### src/rtl/rng_pkg.sv
// Package: shared constants and types for the random number peripheral.
// Assumes a byte-addressed register map of five 32-bit registers.
package rng_pkg;

    localparam int unsigned AW      = 5;    // register address width
    localparam int unsigned DW      = 32;   // bus data width
    localparam int unsigned DIV_W   = 4;    // divider exponent width
    localparam int unsigned NOISE_W = 18;   // writable noise-control bits

    // register offsets
    localparam logic [AW-1:0] OFF_CTRL   = 5'h00;
    localparam logic [AW-1:0] OFF_STAT   = 5'h04;
    localparam logic [AW-1:0] OFF_DATA   = 5'h08;
    localparam logic [AW-1:0] OFF_NOISE  = 5'h0C;
    localparam logic [AW-1:0] OFF_HEALTH = 5'h10;

    // control bit positions
    localparam int unsigned CB_EN     = 2;
    localparam int unsigned CB_CEDOFF = 5;
    localparam int unsigned CB_DIV    = 16;
    localparam int unsigned CB_CRST   = 30;
    localparam int unsigned CB_LOCK   = 31;
    localparam int unsigned CFG_LO    = 4;
    localparam int unsigned CFG_HI    = 29;
    localparam int unsigned CFG_W     = CFG_HI - CFG_LO + 1;

    // status bit positions
    localparam int unsigned SB_RDY  = 0;
    localparam int unsigned SB_CCUR = 1;
    localparam int unsigned SB_SCUR = 2;
    localparam int unsigned SB_CFLG = 5;
    localparam int unsigned SB_SFLG = 6;

    // error status bundle
    typedef struct packed {
        logic seed_cur;
        logic seed_flg;
        logic clk_cur;
        logic clk_flg;
    } err_t;

    // conditional reset sequencer states
    typedef enum logic [1:0] {
        CR_IDLE  = 2'd0,
        CR_ARMED = 2'd1,
        CR_RUN   = 2'd2
    } crst_st_e;

endpackage

### src/rtl/rng_ctrl_regs.sv
// Control, noise-control and health-control registers plus the
// conditional-reset sequencer. Configuration is captured only by a control
// write carrying the conditional-reset bit; the lock bit is sticky until
// reset and freezes configuration, noise and health state.
// Assumes one-cycle write strobes decoded by the top.
module rng_ctrl_regs
    import rng_pkg::*;
#(
    parameter int unsigned          CRST_CYC   = 16,
    parameter logic [CFG_W-1:0]     CFG_RST    = '0,
    parameter logic [NOISE_W-1:0]   NOISE_RST  = '0,
    parameter logic [DW-1:0]        HEALTH_RST = '0
) (
    input  logic                clk,
    input  logic                rst_n,
    input  logic                wr_ctrl,
    input  logic                wr_noise,
    input  logic                wr_health,
    input  logic                w_en_bit,
    input  logic                w_crst_bit,
    input  logic                w_lock_bit,
    input  logic [CFG_W-1:0]    w_cfg,
    input  logic [DW-1:0]       w_data,
    output logic                gen_en,
    output logic                lock,
    output logic [CFG_W-1:0]    cfg,
    output logic                crst_busy,
    output logic                crst_done,
    output logic [NOISE_W-1:0]  noise,
    output logic [DW-1:0]       health
);

    localparam int unsigned CNT_W = $clog2(CRST_CYC + 1);

    crst_st_e           state;
    logic [CNT_W-1:0]   cnt;

    // Purpose: enable, lock and configuration capture.
    always_ff @(posedge clk) begin
        if (!rst_n) begin
            gen_en <= 1'b0;
            lock   <= 1'b0;
            cfg    <= CFG_RST;
        end else if (wr_ctrl) begin
            gen_en <= w_en_bit;
            if (w_lock_bit)
                lock <= 1'b1;
            if (w_crst_bit && !lock)
                cfg <= w_cfg;
        end
    end

    // Purpose: noise and health register writes, blocked by the lock.
    always_ff @(posedge clk) begin
        if (!rst_n) begin
            noise  <= NOISE_RST;
            health <= HEALTH_RST;
        end else begin
            if (wr_noise && !lock)
                noise <= w_data[NOISE_W-1:0];
            if (wr_health && !lock)
                health <= w_data;
        end
    end

    // Purpose: arm on bit set, run a fixed count after bit release.
    always_ff @(posedge clk) begin
        if (!rst_n) begin
            state <= CR_IDLE;
            cnt   <= '0;
        end else begin
            case (state)
                CR_IDLE: begin
                    if (wr_ctrl && w_crst_bit)
                        state <= CR_ARMED;
                end
                CR_ARMED: begin
                    if (wr_ctrl && !w_crst_bit) begin
                        state <= CR_RUN;
                        cnt   <= CNT_W'(CRST_CYC);
                    end
                end
                CR_RUN: begin
                    if (cnt == CNT_W'(1))
                        state <= CR_IDLE;
                    else
                        cnt <= cnt - CNT_W'(1);
                end
                default: state <= CR_IDLE;
            endcase
        end
    end

    // Purpose: busy flag and completion pulse.
    always_comb begin
        crst_busy = (state != CR_IDLE);
        crst_done = (state == CR_RUN) && (cnt == CNT_W'(1));
    end

endmodule

### src/rtl/rng_gen.sv
// Word generator: a Galois shift register steps every cycle while running.
// A startup timer gates the first word, and a gap timer scaled by a
// power-of-two divider gates each later word. The held word is zero
// whenever no fresh word is ready. Assumes a nonzero seed.
module rng_gen
    import rng_pkg::*;
#(
    parameter int unsigned  STARTUP  = 32,
    parameter int unsigned  WORD_GAP = 4,
    parameter logic [DW-1:0] SEED    = 32'h1D87_2B41,
    parameter logic [DW-1:0] POLY    = 32'h8020_0003
) (
    input  logic              clk,
    input  logic              rst_n,
    input  logic              run,
    input  logic [DIV_W-1:0]  div,
    input  logic              take,
    output logic              drdy,
    output logic [DW-1:0]     word
);

    localparam int unsigned GAP_MAX  = WORD_GAP << ((1 << DIV_W) - 1);
    localparam int unsigned WAIT_MAX = (GAP_MAX > STARTUP) ? GAP_MAX : STARTUP;
    localparam int unsigned TW       = $clog2(WAIT_MAX + 1);

    logic [DW-1:0] lfsr;
    logic [DW-1:0] lfsr_nx;
    logic [TW-1:0] tmr;
    logic [TW-1:0] gap;

    // Purpose: next shift register state and scaled word gap.
    always_comb begin
        lfsr_nx = lfsr[0] ? ((lfsr >> 1) ^ POLY) : (lfsr >> 1);
        gap     = TW'(WORD_GAP) << div;
    end

    // Purpose: advance the entropy model while running.
    always_ff @(posedge clk) begin
        if (!rst_n)
            lfsr <= SEED;
        else if (run)
            lfsr <= lfsr_nx;
    end

    // Purpose: startup / gap timing, ready flag and word hold.
    always_ff @(posedge clk) begin
        if (!rst_n || !run) begin
            drdy <= 1'b0;
            word <= '0;
            tmr  <= TW'(STARTUP);
        end else if (take && drdy) begin
            drdy <= 1'b0;
            word <= '0;
            tmr  <= gap;
        end else if (!drdy) begin
            if (tmr == '0) begin
                drdy <= 1'b1;
                word <= lfsr;
            end else begin
                tmr <= tmr - TW'(1);
            end
        end
    end

endmodule

### src/rtl/rng_err.sv
// Error flags. A seed-error rising edge sets the current and sticky bits and
// starts an auto-reset window; the current bit clears at the window end only
// if the source has gone quiet, otherwise it waits for a conditional reset.
// Clock errors are tracked unless detection is masked.
// Sticky flags clear when written 0.
module rng_err
    import rng_pkg::*;
#(
    parameter int unsigned AUTO_CYC = 16
) (
    input  logic  clk,
    input  logic  rst_n,
    input  logic  seed_in,
    input  logic  clk_in,
    input  logic  ced_off,
    input  logic  wr_stat,
    input  logic  w_sflg,
    input  logic  w_cflg,
    input  logic  crst_done,
    output err_t  st
);

    localparam int unsigned AW_CNT = $clog2(AUTO_CYC + 1);

    logic              seed_q;
    logic              auto_run;
    logic [AW_CNT-1:0] acnt;
    logic              seed_rise;
    logic              clk_seen;

    // Purpose: edge detect and masked clock error.
    always_comb begin
        seed_rise = seed_in && !seed_q;
        clk_seen  = clk_in && !ced_off;
    end

    // Purpose: seed error flags and auto-reset window.
    always_ff @(posedge clk) begin
        if (!rst_n) begin
            seed_q      <= 1'b0;
            auto_run    <= 1'b0;
            acnt        <= '0;
            st.seed_cur <= 1'b0;
            st.seed_flg <= 1'b0;
        end else begin
            seed_q <= seed_in;
            if (seed_rise) begin
                st.seed_cur <= 1'b1;
                st.seed_flg <= 1'b1;
                auto_run    <= 1'b1;
                acnt        <= AW_CNT'(AUTO_CYC);
            end else begin
                if (auto_run) begin
                    if (acnt == AW_CNT'(1)) begin
                        auto_run <= 1'b0;
                        if (!seed_in)
                            st.seed_cur <= 1'b0;
                    end else begin
                        acnt <= acnt - AW_CNT'(1);
                    end
                end
                if (crst_done)
                    st.seed_cur <= 1'b0;
                if (wr_stat && !w_sflg)
                    st.seed_flg <= 1'b0;
            end
        end
    end

    // Purpose: clock error current and sticky flags.
    always_ff @(posedge clk) begin
        if (!rst_n) begin
            st.clk_cur <= 1'b0;
            st.clk_flg <= 1'b0;
        end else begin
            st.clk_cur <= clk_seen;
            if (clk_seen && !st.clk_cur)
                st.clk_flg <= 1'b1;
            else if (wr_stat && !w_cflg)
                st.clk_flg <= 1'b0;
        end
    end

endmodule

### src/rtl/rng_periph.sv
// Top of the random number peripheral: bus decode, read mux with a
// registered read port, and wiring of control, generator and error logic.
// Assumes single-cycle accesses; reads take effect at the access edge.
module rng_periph
    import rng_pkg::*;
#(
    parameter int unsigned         STARTUP    = 32,
    parameter int unsigned         WORD_GAP   = 4,
    parameter int unsigned         CRST_CYC   = 16,
    parameter logic [CFG_W-1:0]    CFG_RST    = '0,
    parameter logic [NOISE_W-1:0]  NOISE_RST  = '0,
    parameter logic [DW-1:0]       HEALTH_RST = '0,
    parameter logic [DW-1:0]       SEED       = 32'h1D87_2B41
) (
    input  logic           clk,
    input  logic           rst_n,
    input  logic           reg_en,
    input  logic           reg_we,
    input  logic [AW-1:0]  reg_addr,
    input  logic [DW-1:0]  reg_wdata,
    output logic [DW-1:0]  reg_rdata,
    input  logic           seed_err_inj,
    input  logic           clk_err_inj
);

    localparam int unsigned DIV_OFS  = CB_DIV - CFG_LO;
    localparam int unsigned CED_OFS  = CB_CEDOFF - CFG_LO;

    logic                wr, rd;
    logic                wr_ctrl, wr_stat, wr_noise, wr_health, take;
    logic                gen_en, lock, crst_busy, crst_done;
    logic [CFG_W-1:0]    cfg_q;
    logic [NOISE_W-1:0]  noise_q;
    logic [DW-1:0]       health_q;
    logic                drdy;
    logic [DW-1:0]       word;
    logic                run;
    logic                ced_off;
    logic [DIV_W-1:0]    div;
    err_t                err_st;
    logic [DW-1:0]       ctrl_view, stat_view, rd_mux;

    // Purpose: access decode.
    always_comb begin
        wr        = reg_en && reg_we;
        rd        = reg_en && !reg_we;
        wr_ctrl   = wr && (reg_addr == OFF_CTRL);
        wr_stat   = wr && (reg_addr == OFF_STAT);
        wr_noise  = wr && (reg_addr == OFF_NOISE);
        wr_health = wr && (reg_addr == OFF_HEALTH);
        take      = rd && (reg_addr == OFF_DATA);
    end

    // Purpose: derived controls for generator and error logic.
    always_comb begin
        ced_off = cfg_q[CED_OFS];
        div     = cfg_q[DIV_OFS +: DIV_W];
        run     = gen_en && !crst_busy && !err_st.seed_cur;
    end

    rng_ctrl_regs #(
        .CRST_CYC   (CRST_CYC),
        .CFG_RST    (CFG_RST),
        .NOISE_RST  (NOISE_RST),
        .HEALTH_RST (HEALTH_RST)
    ) ctrl_i (
        .clk        (clk),
        .rst_n      (rst_n),
        .wr_ctrl    (wr_ctrl),
        .wr_noise   (wr_noise),
        .wr_health  (wr_health),
        .w_en_bit   (reg_wdata[CB_EN]),
        .w_crst_bit (reg_wdata[CB_CRST]),
        .w_lock_bit (reg_wdata[CB_LOCK]),
        .w_cfg      (reg_wdata[CFG_HI:CFG_LO]),
        .w_data     (reg_wdata),
        .gen_en     (gen_en),
        .lock       (lock),
        .cfg        (cfg_q),
        .crst_busy  (crst_busy),
        .crst_done  (crst_done),
        .noise      (noise_q),
        .health     (health_q)
    );

    rng_gen #(
        .STARTUP  (STARTUP),
        .WORD_GAP (WORD_GAP),
        .SEED     (SEED)
    ) gen_i (
        .clk   (clk),
        .rst_n (rst_n),
        .run   (run),
        .div   (div),
        .take  (take),
        .drdy  (drdy),
        .word  (word)
    );

    rng_err #(
        .AUTO_CYC (CRST_CYC)
    ) err_i (
        .clk       (clk),
        .rst_n     (rst_n),
        .seed_in   (seed_err_inj),
        .clk_in    (clk_err_inj),
        .ced_off   (ced_off),
        .wr_stat   (wr_stat),
        .w_sflg    (reg_wdata[SB_SFLG]),
        .w_cflg    (reg_wdata[SB_CFLG]),
        .crst_done (crst_done),
        .st        (err_st)
    );

    // Purpose: assemble register views and select the read source.
    always_comb begin
        ctrl_view = {lock, crst_busy, cfg_q, 1'b0, gen_en, 2'b00};
        stat_view = '0;
        stat_view[SB_RDY]  = drdy;
        stat_view[SB_CCUR] = err_st.clk_cur;
        stat_view[SB_SCUR] = err_st.seed_cur;
        stat_view[SB_CFLG] = err_st.clk_flg;
        stat_view[SB_SFLG] = err_st.seed_flg;
        case (reg_addr)
            OFF_CTRL:   rd_mux = ctrl_view;
            OFF_STAT:   rd_mux = stat_view;
            OFF_DATA:   rd_mux = word;
            OFF_NOISE:  rd_mux = {{(DW-NOISE_W){1'b0}}, noise_q};
            OFF_HEALTH: rd_mux = health_q;
            default:    rd_mux = '0;
        endcase
    end

    // Purpose: registered read data, held between reads.
    always_ff @(posedge clk) begin
        if (!rst_n)
            reg_rdata <= '0;
        else if (rd)
            reg_rdata <= rd_mux;
    end

endmodule

### config.mk
export PLATFORM = sky130hd
export DESIGN_NAME = rng_periph
export DESIGN_NICKNAME = d
export VERILOG_FILES = /design/src/rtl/rng_pkg.sv /design/src/rtl/rng_ctrl_regs.sv /design/src/rtl/rng_gen.sv /design/src/rtl/rng_err.sv /design/src/rtl/rng_periph.sv
export SDC_FILE = /design/constraint.sdc
export NUM_CORES = 1
export LEC_CHECK = 0
export BUFFER_PORTS_ARGS = -buffer_cell sky130_fd_sc_hd__buf_2
export CELL_PAD_IN_SITES_DETAIL_PLACEMENT = 0
export CELL_PAD_IN_SITES_GLOBAL_PLACEMENT = 1
export CORE_MARGIN = 2
export CORE_UTILIZATION = 45
export CTS_CLUSTER_DIAMETER = 60
export DETAILED_ROUTE_END_ITERATION = 16
export GPL_ROUTABILITY_DRIVEN = 0
export PLACE_DENSITY = 0.84
export SLEW_MARGIN = 20
export SYNTH_ARGS = -nofsm -noshare
export SYNTH_HDL_FRONTEND = slang
export SYNTH_SLANG_ARGS = --single-unit
### constraint.sdc
create_clock -name clk -period 6 [get_ports clk]
set_input_delay 0.3 -clock clk [delete_from_list [all_inputs] [get_ports clk]]
set_output_delay 0.3 -clock clk [all_outputs]
set_load 0.005 [all_outputs]
==> flow_summary.toml, run 1 <==
[floorplan]
row_count = 51
start_util_pct = 45.6
die_w_um = 144
die_h_um = 144
core_mm2 = 0.0193
io_pins = 75
dieArea_mm2 = 0.0207

[route]
drc = 0
via_count = 7407
routedWlPerCell_um = 17.2
antenna_left = 0
totalWireLength_mm = 22.8
drt-initial-drc-count = 480
vias_per_cell = 5.58
firstDrtPassIters = 6

[critical_path]
r2r_cells = 8
crit_path_end_kind = "flop"
ff2ff_setup_slack_ns = 3.16
cp-start-kind = "flop"
critPathMaxStageDelay_ns = 0.62
crit_required_ns = 6.43
slowest_stage = "or4_1"
critical_path_arrival_ns = 3.27
crit_chain = "inv_1 > ha_1 > nand3b_1 > buf_4 > nor2_1 > nand2_1 > or4_1 > o211ai_1"
cp_max_fo = 30
critical_path_class = "reg -> reg"

[pwr]
leakage_nw = 3.85
p_total_mw = 3.02
powerDensity_mw_per_mm2 = 298
ir_drop_mv = 0.200

[layout]
final_cells = 1328
drive_gt1_share_pct = 14.0
nets = 1096
area_growth_syn_to_layout_pct = 15.1

[timing]
rsz0062_at_grt = "no"
slew_viol_final = 0
max-slew-margin-rel_pct = 33.1
setup_violations = 0
max_freq_mhz = 352
fin_worst_skew_ns = 0.0205
fin_crit_ns = 2.84
worst_pin_slew_ns = 1.00
fin_ws_ns = 3.16
setup-tns-final_ns = 0
report.final.hold_viol_count = 0
post-route-period-util_pct = 47.3

[placed_design]
portBuffers = 74
dp_hpwl_mm = 15.2
pre_cts_ws_ns = 2.78
dp.cells = 1284

[global_routing]
grt_pass1_vias = 6917
antenna_found_initial = 0
grt-ovfl-total = 0
grt_max_degree = 104
grt_pass1_wl_mm = 37.1
grt_usage_pct = 22.2

[clock_network]
clock_latency_ns = 0.51
path_clk_slew_ns = 0.06
cts_setup_buffers = 0
h-tree-depth = 1
numCtsBuffers = 24
cts_hold_buf = 0
cts.sinks = 211
ctsResizeCount = 0
cts_buffer_depth = 3
root_buffer = "clkbuf_16"
tritoncts = "built"

[yosys]
synth_edf_count = 0
synthFlopType = "dfxtp_1"
synth_area_leaders = "dfxtp_1 (48%), nand2_1 (8.2%), mux2i_1 (6.8%)"
netlist.area_leader.share_pct = 47.9
syn_inst = 1001
yosysUniqueCellTypes = 70
synth_seq_area_share_pct = 47.9
synthDominantAreaCellType = "dfxtp_1"
async_flop_share_pct = 0
synth_nets = 1052
yosysWarningCount = 0
ys_ff_latch = 211
syn_area_mm2 = 0.00882
avgSynthCellArea_um2 = 8.81

[hold_path]
min_path_type = "in -> reg"
whs_path_depth = 3

[job]
cap_violations = 0

[status]
outcome = "complete, no violations"
cells in the final DEF, fill, tap and decap left out, types with 5 or more instances in the layout:
master | synthesis | final
nor2b_1 | 10 | 9
o21ai_0 | 15 | 15
nor2_1 | 100 | 100
a21oi_1 | 101 | 101
inv_1 | 10 | 10
ha_1 | 8 | 8
nand4_1 | 6 | 6
a222oi_1 | 31 | 31
clkinv_2 | 0 | 8
dfxtp_1 | 211 | 211
xnor2_1 | 7 | 7
mux2i_1 | 60 | 60
nor4_1 | 5 | 5
a22oi_1 | 6 | 6
buf_4 | 2 | 11
nor3_1 | 9 | 9
and2_1 | 5 | 5
nand3_1 | 25 | 25
nand2b_1 | 10 | 10
o211ai_1 | 5 | 5
clkbuf_16 | 0 | 25
buf_2 | 12 | 74
nand2_1 | 193 | 193
a2bb2oi_1 | 15 | 15
a211oi_1 | 8 | 8
a31oi_1 | 6 | 6
a21o_1 | 14 | 14
xor2_1 | 6 | 6
worst paths after layout:
kind / startpoint / end
setup reg to reg: ctrl_i.state[0] / gen_i.tmr[16]
hold / removal: clk_err_inj / err_i.st[1]
setup / recovery: ctrl_i.state[0] / gen_i.tmr[16]
hold reg to reg: reg_rdata[10] / reg_rdata[10]
registers in the layout, summed over array words and instances (netlist names):
signal / cells
err_i.seed_q: 1
gen_i.tmr: 18
ctrl_i.gen_en: 1
err_i.auto_run: 1
ctrl_i.noise: 18
gen_i.word: 32
ctrl_i.state: 2
ctrl_i.cfg: 26
err_i.st: 4
reg_rdata: 32
gen_i.lfsr: 32
gen_i.drdy: 1
ctrl_i.health: 32
ctrl_i.lock: 1
ctrl_i.cnt: 5
err_i.acnt: 5
synth_stat cells (12+ instances only):
master / n
dfxtp_1: 211
a2bb2oi_1: 15
nand3_1: 25
mux2i_1: 60
a21o_1: 14
nor2_1: 100
a222oi_1: 31
a21oi_1: 101
o21ai_0: 15
clkbuf_1: 45
nand2_1: 193
buf_2: 12
where the power goes:
| part | switching, mW | leakage (nW) | internal [mW] |
|---|---|---|---|
| Clock | 0.579 | 0.421 | 0.939 |
| Combinational | 0.0607 | 1.73 | 0.0288 |
| Sequential | 0.00705 | 1.70 | 1.41 |
| Total | 0.647 | 3.85 | 2.38 |
routing by layer:
metal | vias up | GRT usage, % | share of wire [%]
li1 | 3626 | - | -
met1 | 3582 | 31.4 | 46
met2 | 172 | 36.2 | 47
met3 | 27 | 3.08 | 5.4
met4 | 0 | 5.16 | 1.4
met5 | - | 0 | 0
logic make-up (layout without fill, tap and decap cells):
group | after synthesis | after routing | synth area share, %
compound gates | 225 | 225 | 17.2
xor+xnor | 13 | 13 | 1.29
fa+ha+maj | 8 | 8 | 1.13
buf+inv | 79 | 140 | 3.96
flops | 211 | 211 | 47.9
mux | 61 | 61 | 6.93
other cells | 0 | 1 | 0
simple gates | 404 | 404 | 21.6
worst max-delay path: cells and delay by family (launching register included):
kind | cells | cell delay (ns)
flops | 1 | 0.32
fa+ha+maj | 1 | 0.24
compound gates | 1 | 0.11
buf+inv | 2 | 0.33
simple gates | 4 | 1.77
metrics by stage:
step,area [µm²],hold WS (ns),utilization (%)
final,10200,0.0353,52.5
after global routing,10200,0.0342,52.5
after CTS,10100,0.0266,52.5
after detailed placement,9310,0.438,48.2
after global placement,9310,0.431,48.2
after floorplan,8820,0.420,-
cell type report:
| class | count | area (µm²) |
|---|---|---|
| multi-input cells | 711 | 4250 |
| clock buffers | 30 | 684 |
| well taps | 265 | 332 |
| clock inverters | 13 | 151 |
| inverters | 11 | 42.5 |
| repair buffers | 86 | 464 |
| diodes | 1 | 2.50 |
| fillers | 1833 | 9180 |
| flip-flops and latches | 211 | 4220 |
No activity file was read; power rests on OpenSTA's default activity.
==> run 2, diff against run 1 <==
Settings changed: ABC_AREA from default to 1, CORE_UTILIZATION 45 to 43.
Clock period 6 ns to 2.7 ns, I/O delays scaled along.
==> flow_summary.toml, run 2 <==
[yosys]
synth_seq_area_share_pct = 46.1
syn_area_mm2 = 0.00916
netlist_top_cells_count = "nand2_1 (325), dfxtp_1 (211), nor2_1 (185), o21ai_0 (154), a21oi_1 (122)"
yosysWarningCount = 0
avgSynthCellArea_um2 = 7.06
yosysUniqueCellTypes = 35
synthDominantAreaCellType = "dfxtp_1"
yosysMostFrequentCell = "nand2_1"
netlist.area_leader.share_pct = 46.1
ys_ff_latch = 211
synth_edf_count = 0
synthFlopType = "dfxtp_1"
synth_area_leaders = "dfxtp_1 (46%), nand2_1 (13%), o21ai_0 (8.4%)"
syn_inst = 1297
async_flop_share_pct = 0
synth_nets = 1348

[global_routing]
grt_max_degree = 74
grt_pass1_vias = 7727
grt_pass1_wl_mm = 39.6
grt_usage_pct = 21.8
antenna_found_initial = 0
grt-ovfl-total = 0

[timing]
post-route-period-util_pct = 73.5
worst_pin_slew_ns = 1.00
max_freq_mhz = 504
setup-tns-final_ns = 0
fin_worst_skew_ns = 0.0125
slew_viol_final = 0
setup_violations = 0
rsz0062_at_grt = "no"
max-slew-margin-rel_pct = 33.1
report.final.hold_viol_count = 0
fin_worst_hold_slack_ns = 0.190
fin_crit_ns = 1.98

[layout]
final_cell_mix = "nand2_1 (325), dfxtp_1 (211), nor2_1 (184)"
nets = 1437
area_growth_syn_to_layout_pct = 18.6
num-fill-cells = 2113
n_antenna_cell = 0
final_common_cell = "nand2_1"
fin_area_mm2 = 0.0109
final_cells = 1676
drive_gt1_share_pct = 11.4

[pwr]
ir_drop_mv = 0.415
pwr-share-comb_pct = 8.5
internal-power_mw = 5.38
p_sw_mw = 1.67
seqPwrFrac_pct = 45.5
sw_frac_of_total_pct = 23.7
clock_power_share_pct = 46.0
powerDensity_mw_per_mm2 = 648
leakage_nw = 4.21

[floorplan]
start_util_pct = 43.7
io_pins = 75
core_mm2 = 0.0210
row_count = 53
die_w_um = 150
dieArea_mm2 = 0.0225
die_h_um = 150

[hold_path]
worstHoldStart = "rst_n"
min_to = "gen_i.tmr[5]"
min_path_type = "in -> reg"
whs_path_depth = 5

[critical_path]
critical_path_class = "reg -> reg"
crit_path_end_kind = "flop"
critical_path_arrival_ns = 2.43
cp-start-kind = "flop"
ff2ff_setup_slack_ns = 0.72
worstReg2RegStart = "gen_i.tmr[0]"
cp_max_fo = 32
worst_r2r_endpoint = "gen_i.word[0]"
r2r_cells = 9
crit_required_ns = 3.14

[clock_network]
cts.sinks = 211
numCtsBuffers = 24
root_buffer = "clkbuf_16"
cts_buffer_depth = 3
path_clk_slew_ns = 0.06
clock_latency_ns = 0.51
cts_hold_buf = 34
ctsResizeCount = 0
cts_setup_buffers = 0
h-tree-depth = 1
tritoncts = "built"

[placed_design]
dp.cells = 1601
portBuffers = 74
dp_hpwl_mm = 16.1
post_dp_cell_area_mm2 = 0.00974

[route]
drc = 0
drt-initial-drc-count = 474
firstDrtPassIters = 8
totalWireLength_mm = 24.5
vias_per_cell = 4.99
via_count = 8365
antenna_left = 0
routedWlPerCell_um = 14.6

[job]
cap_violations = 0

[status]
outcome = "complete, no violations"
-- run 2: changes by cell type after synthesis, moves of 9 or more --
cell       before  now
a2bb2oi_1      15    0
a222oi_1       31    0
a21oi_1       101  122
a21o_1         14    0
nand2_1       193  325
nand3_1        25   50
nor2b_1        10    0
o211ai_1        5   14
o21ai_0        15  154
nand2b_1       10    0
inv_1          10   91
mux2i_1        60    0
nor2_1        100  185
-- run 2: worst max-delay path by stage --
| stage | from | to | slack (ns) | cells past startpoint |
|---|---|---|---|---|
| after floorplan | gen_i.tmr[0] | gen_i.word[10] | 1.11 | 10 |
| after global routing | gen_i.tmr[0] | gen_i.word[21] | 0.51 | 9 |
| after detailed placement | gen_i.tmr[0] | gen_i.word[0] | 0.73 | 9 |
| final | gen_i.tmr[0] | gen_i.word[0] | 0.72 | 9 |
| after CTS | gen_i.tmr[0] | gen_i.word[0] | 0.72 | 9 |
| after global placement | gen_i.tmr[0] | gen_i.word[0] | 0.74 | 9 |
-- run 2: cell type report --
cell class	instances	area [µm²]	area share [%]
clock inverter	7	91.3	0.840
clock buffer	34	699	6.44
inverter	95	357	3.28
timing repair buffer	128	873	8.04
multi-input combinational	926	4280	39.4
tap	275	344	3.17
sequential	211	4220	38.9
-- run 2: worst max-delay path, cell delays in order (launching register included) --
cell and delay, ns:
dfxtp_1 0.35, inv_1 0.12, ha_1 0.23, nand2_2 0.13, nor2_4 0.20, nand3_4 0.12
nor2_4 0.11, buf_4 0.34, nand2_1 0.15, a21oi_1 0.15
-- run 2: metal layers --
layer	part of all wire, %	global-route usage (%)	vias up
li1	-	-	4368
met1	49	31.2	3797
met2	44	34.2	172
met3	5.1	3.72	28
met4	1.6	5.61	0
met5	0	0	-
-- run 2: logic make-up after synthesis --
group,Yosys count,share of synthesized area [%]
AO/OA/AOI/OAI,308,17.5
XOR/XNOR,6,0.574
adder cells (fa/ha/maj),8,1.09
buffers and inverters,160,7.21
flip-flops,211,46.1
AND/OR/NAND/NOR,604,27.5
-- run 2: power by group through the flow --
stage	Sequential (mW)	Clock, mW	Combinational [mW]
after floorplan	3.26	0	0.404
after global placement	3.27	0	0.552
after detailed placement	3.27	0	0.555
after CTS	3.20	3.32	0.598
after global routing	3.21	3.45	0.691
final	3.20	3.24	0.596
-- run 2: through the flow --
stage / total power [mW] / setup slack, ns / utilization [%]
floorplan: 3.67 / 1.11 / -
global placement: 3.82 / 0.739 / 46.5
detailed placement: 3.83 / 0.730 / 46.5
CTS: 7.12 / 0.717 / 51.9
global route: 7.35 / 0.511 / 51.9
finish: 7.04 / 0.715 / 51.9
==> run 3, diff against run 2 <==
Clock period 2.7 ns to 2.03 ns, I/O delays scaled along.
==> flow_summary.toml, run 3 (synthesis results as in run 2) <==
[status]
outcome = "complete, no violations"

[layout]
n_antenna_cell = 0
final_common_cell = "nand2_1"
area.sequential_mm2 = 0.00422
utilization_pct = 52.5
drive_gt1_share_pct = 12.0
num-fill-cells = 2128
area_growth_syn_to_layout_pct = 20.2
final_cells = 1684
multiInputGateArea_mm2 = 0.00428
nets = 1442
fin_area_mm2 = 0.0110
final_cell_mix = "nand2_1 (325), dfxtp_1 (211), nor2_1 (184)"

[clock_network]
cts.sinks = 211
path_clk_slew_ns = 0.06
tritoncts = "built"
clock_latency_ns = 0.51
cts_buffer_depth = 3
root_buffer = "clkbuf_16"
h-tree-depth = 1
numCtsBuffers = 24

[global_routing]
grt_pass1_wl_mm = 39.8
grt_usage_pct = 21.9
grt_pass1_vias = 7654
grt_max_degree = 112
grt_util_met3_pct = 2.87
grt_busiest_layer = "met2"
met1_usage_pct = 30.7
grt-ovfl-total = 0
antenna_found_initial = 0
grtUsageMet2_pct = 36.2

[route]
via_count = 8399
routedWlPerCell_um = 14.7
firstDrtPassIters = 5
drc = 0
totalWireLength_mm = 24.7
drt-initial-drc-count = 453
antenna_left = 0
vias_per_cell = 4.99

[floorplan]
io_pins = 75
start_util_pct = 43.7
die_h_um = 150
die_w_um = 150
dieArea_mm2 = 0.0225
row_count = 53
core_mm2 = 0.0210

[job]
cap_violations = 0

[pwr]
ir_drop_mv = 0.566
powerDensity_mw_per_mm2 = 887
leakage_nw = 4.28

[timing]
report.final.hold_viol_count = 0
fin_worst_skew_ns = 0.00802
fin_crit_ns = 1.79
worst_pin_slew_ns = 0.492
setup_violations = 0
post-route-period-util_pct = 88.3
setup-tns-final_ns = 0
max-slew-margin-rel_pct = 67.2
fin_ws_ns = 0.237
slew_viol_final = 0
max_freq_mhz = 558
rsz0062_at_grt = "no"

[critical_path]
critical_path_arrival_ns = 2.24
critPathMaxStageDelay_ns = 0.33
ff2ff_setup_slack_ns = 0.24
crit_path_end_kind = "flop"
crit_buf_inv = 2
slowest_stage = "dfxtp_1"
crit_required_ns = 2.47
critPathTopFamily = "simple AND/OR/NAND/NOR gates"
critical_path_class = "reg -> reg"
cp-start-kind = "flop"
crit_chain = "inv_1 > ha_1 > nand2_2 > nor2_4 > nand3_4 > nand2_4 > nand2_4 > inv_2 > nor2_1 > nor2_1"
cp_max_fo = 18

[placed_design]
dp_hpwl_mm = 16.7
pre_cts_ws_ns = 0.196
post_dp_cell_area_mm2 = 0.00979
portBuffers = 74
dp.cells = 1606

[hold_path]
min_path_type = "in -> reg"
## run 3: cell types whose count changed in the layout (fill, tap and decap cells not counted)
cell       delta
clkbuf_1      -1
buf_12        +1
inv_2         -1
clkbuf_8      +2
buf_4         +3
buf_8         +1
bufinv_16     +2
inv_4         +1
## run 3: per-layer routing
layer,share of wire (%),vias up,routed length (µm)
met5,0,-,0
met2,46,152,11400
li1,-,4380,-
met3,4.7,27,1170
met4,1.3,0,328
met1,48,3840,11800
## run 3: final cells by class
cell class / instances / share of cell area (%)
Inverter: 95 / 3.26
Sequential cell: 211 / 38.4
Clock inverter: 9 / 1.37
Multi-Input combinational cell: 926 / 38.9
Timing Repair Buffer: 133 / 8.45
Tap cell: 275 / 3.12
Clock buffer: 35 / 6.57
## run 3: timing repair
item | CTS | global route
hold endpoints to repair | 82 | 0
endpoints found under the setup margin | 0 | 24
gates resized for setup | 0 | 4
setup buffers | 0 | 0
hold buffers | 34 | 0
## run 3: worst register-to-register path: stages (launching register included)
cell and delay (ns):
dfxtp_1 0.33, inv_1 0.10, ha_1 0.22, nand2_2 0.12, nor2_4 0.18, nand3_4 0.12
nand2_4 0.11, nand2_4 0.13, inv_2 0.24, nor2_1 0.08, nor2_1 0.10
## run 3: stage by stage
step	power, mW	hold slack, ns
3_3_place_gp	5.08	0.307
4_1_cts	9.83	0.0963
2_1_floorplan	4.88	0.195
3_5_place_dp	5.09	0.310
6_report	9.77	0.0873
5_1_grt	10.1	0.127
## run 3: worst paths after layout
check / to / start / cells past startpoint
max reg2reg: gen_i.tmr[16] / gen_i.tmr[0] / 10
min reg2reg: ctrl_i.cfg[7] / ctrl_i.cfg[7] / 2
min: gen_i.tmr[0] / rst_n / 5
max: gen_i.tmr[16] / gen_i.tmr[0] / 10
## run 3: power by group
group	switching [mW]	total [mW]	leakage [nW]	internal (mW)
clock network	1.73	4.71	0.428	2.98
logic	0.500	0.799	2.15	0.299
registers	0.0431	4.26	1.70	4.22
total	2.27	9.77	4.28	7.49
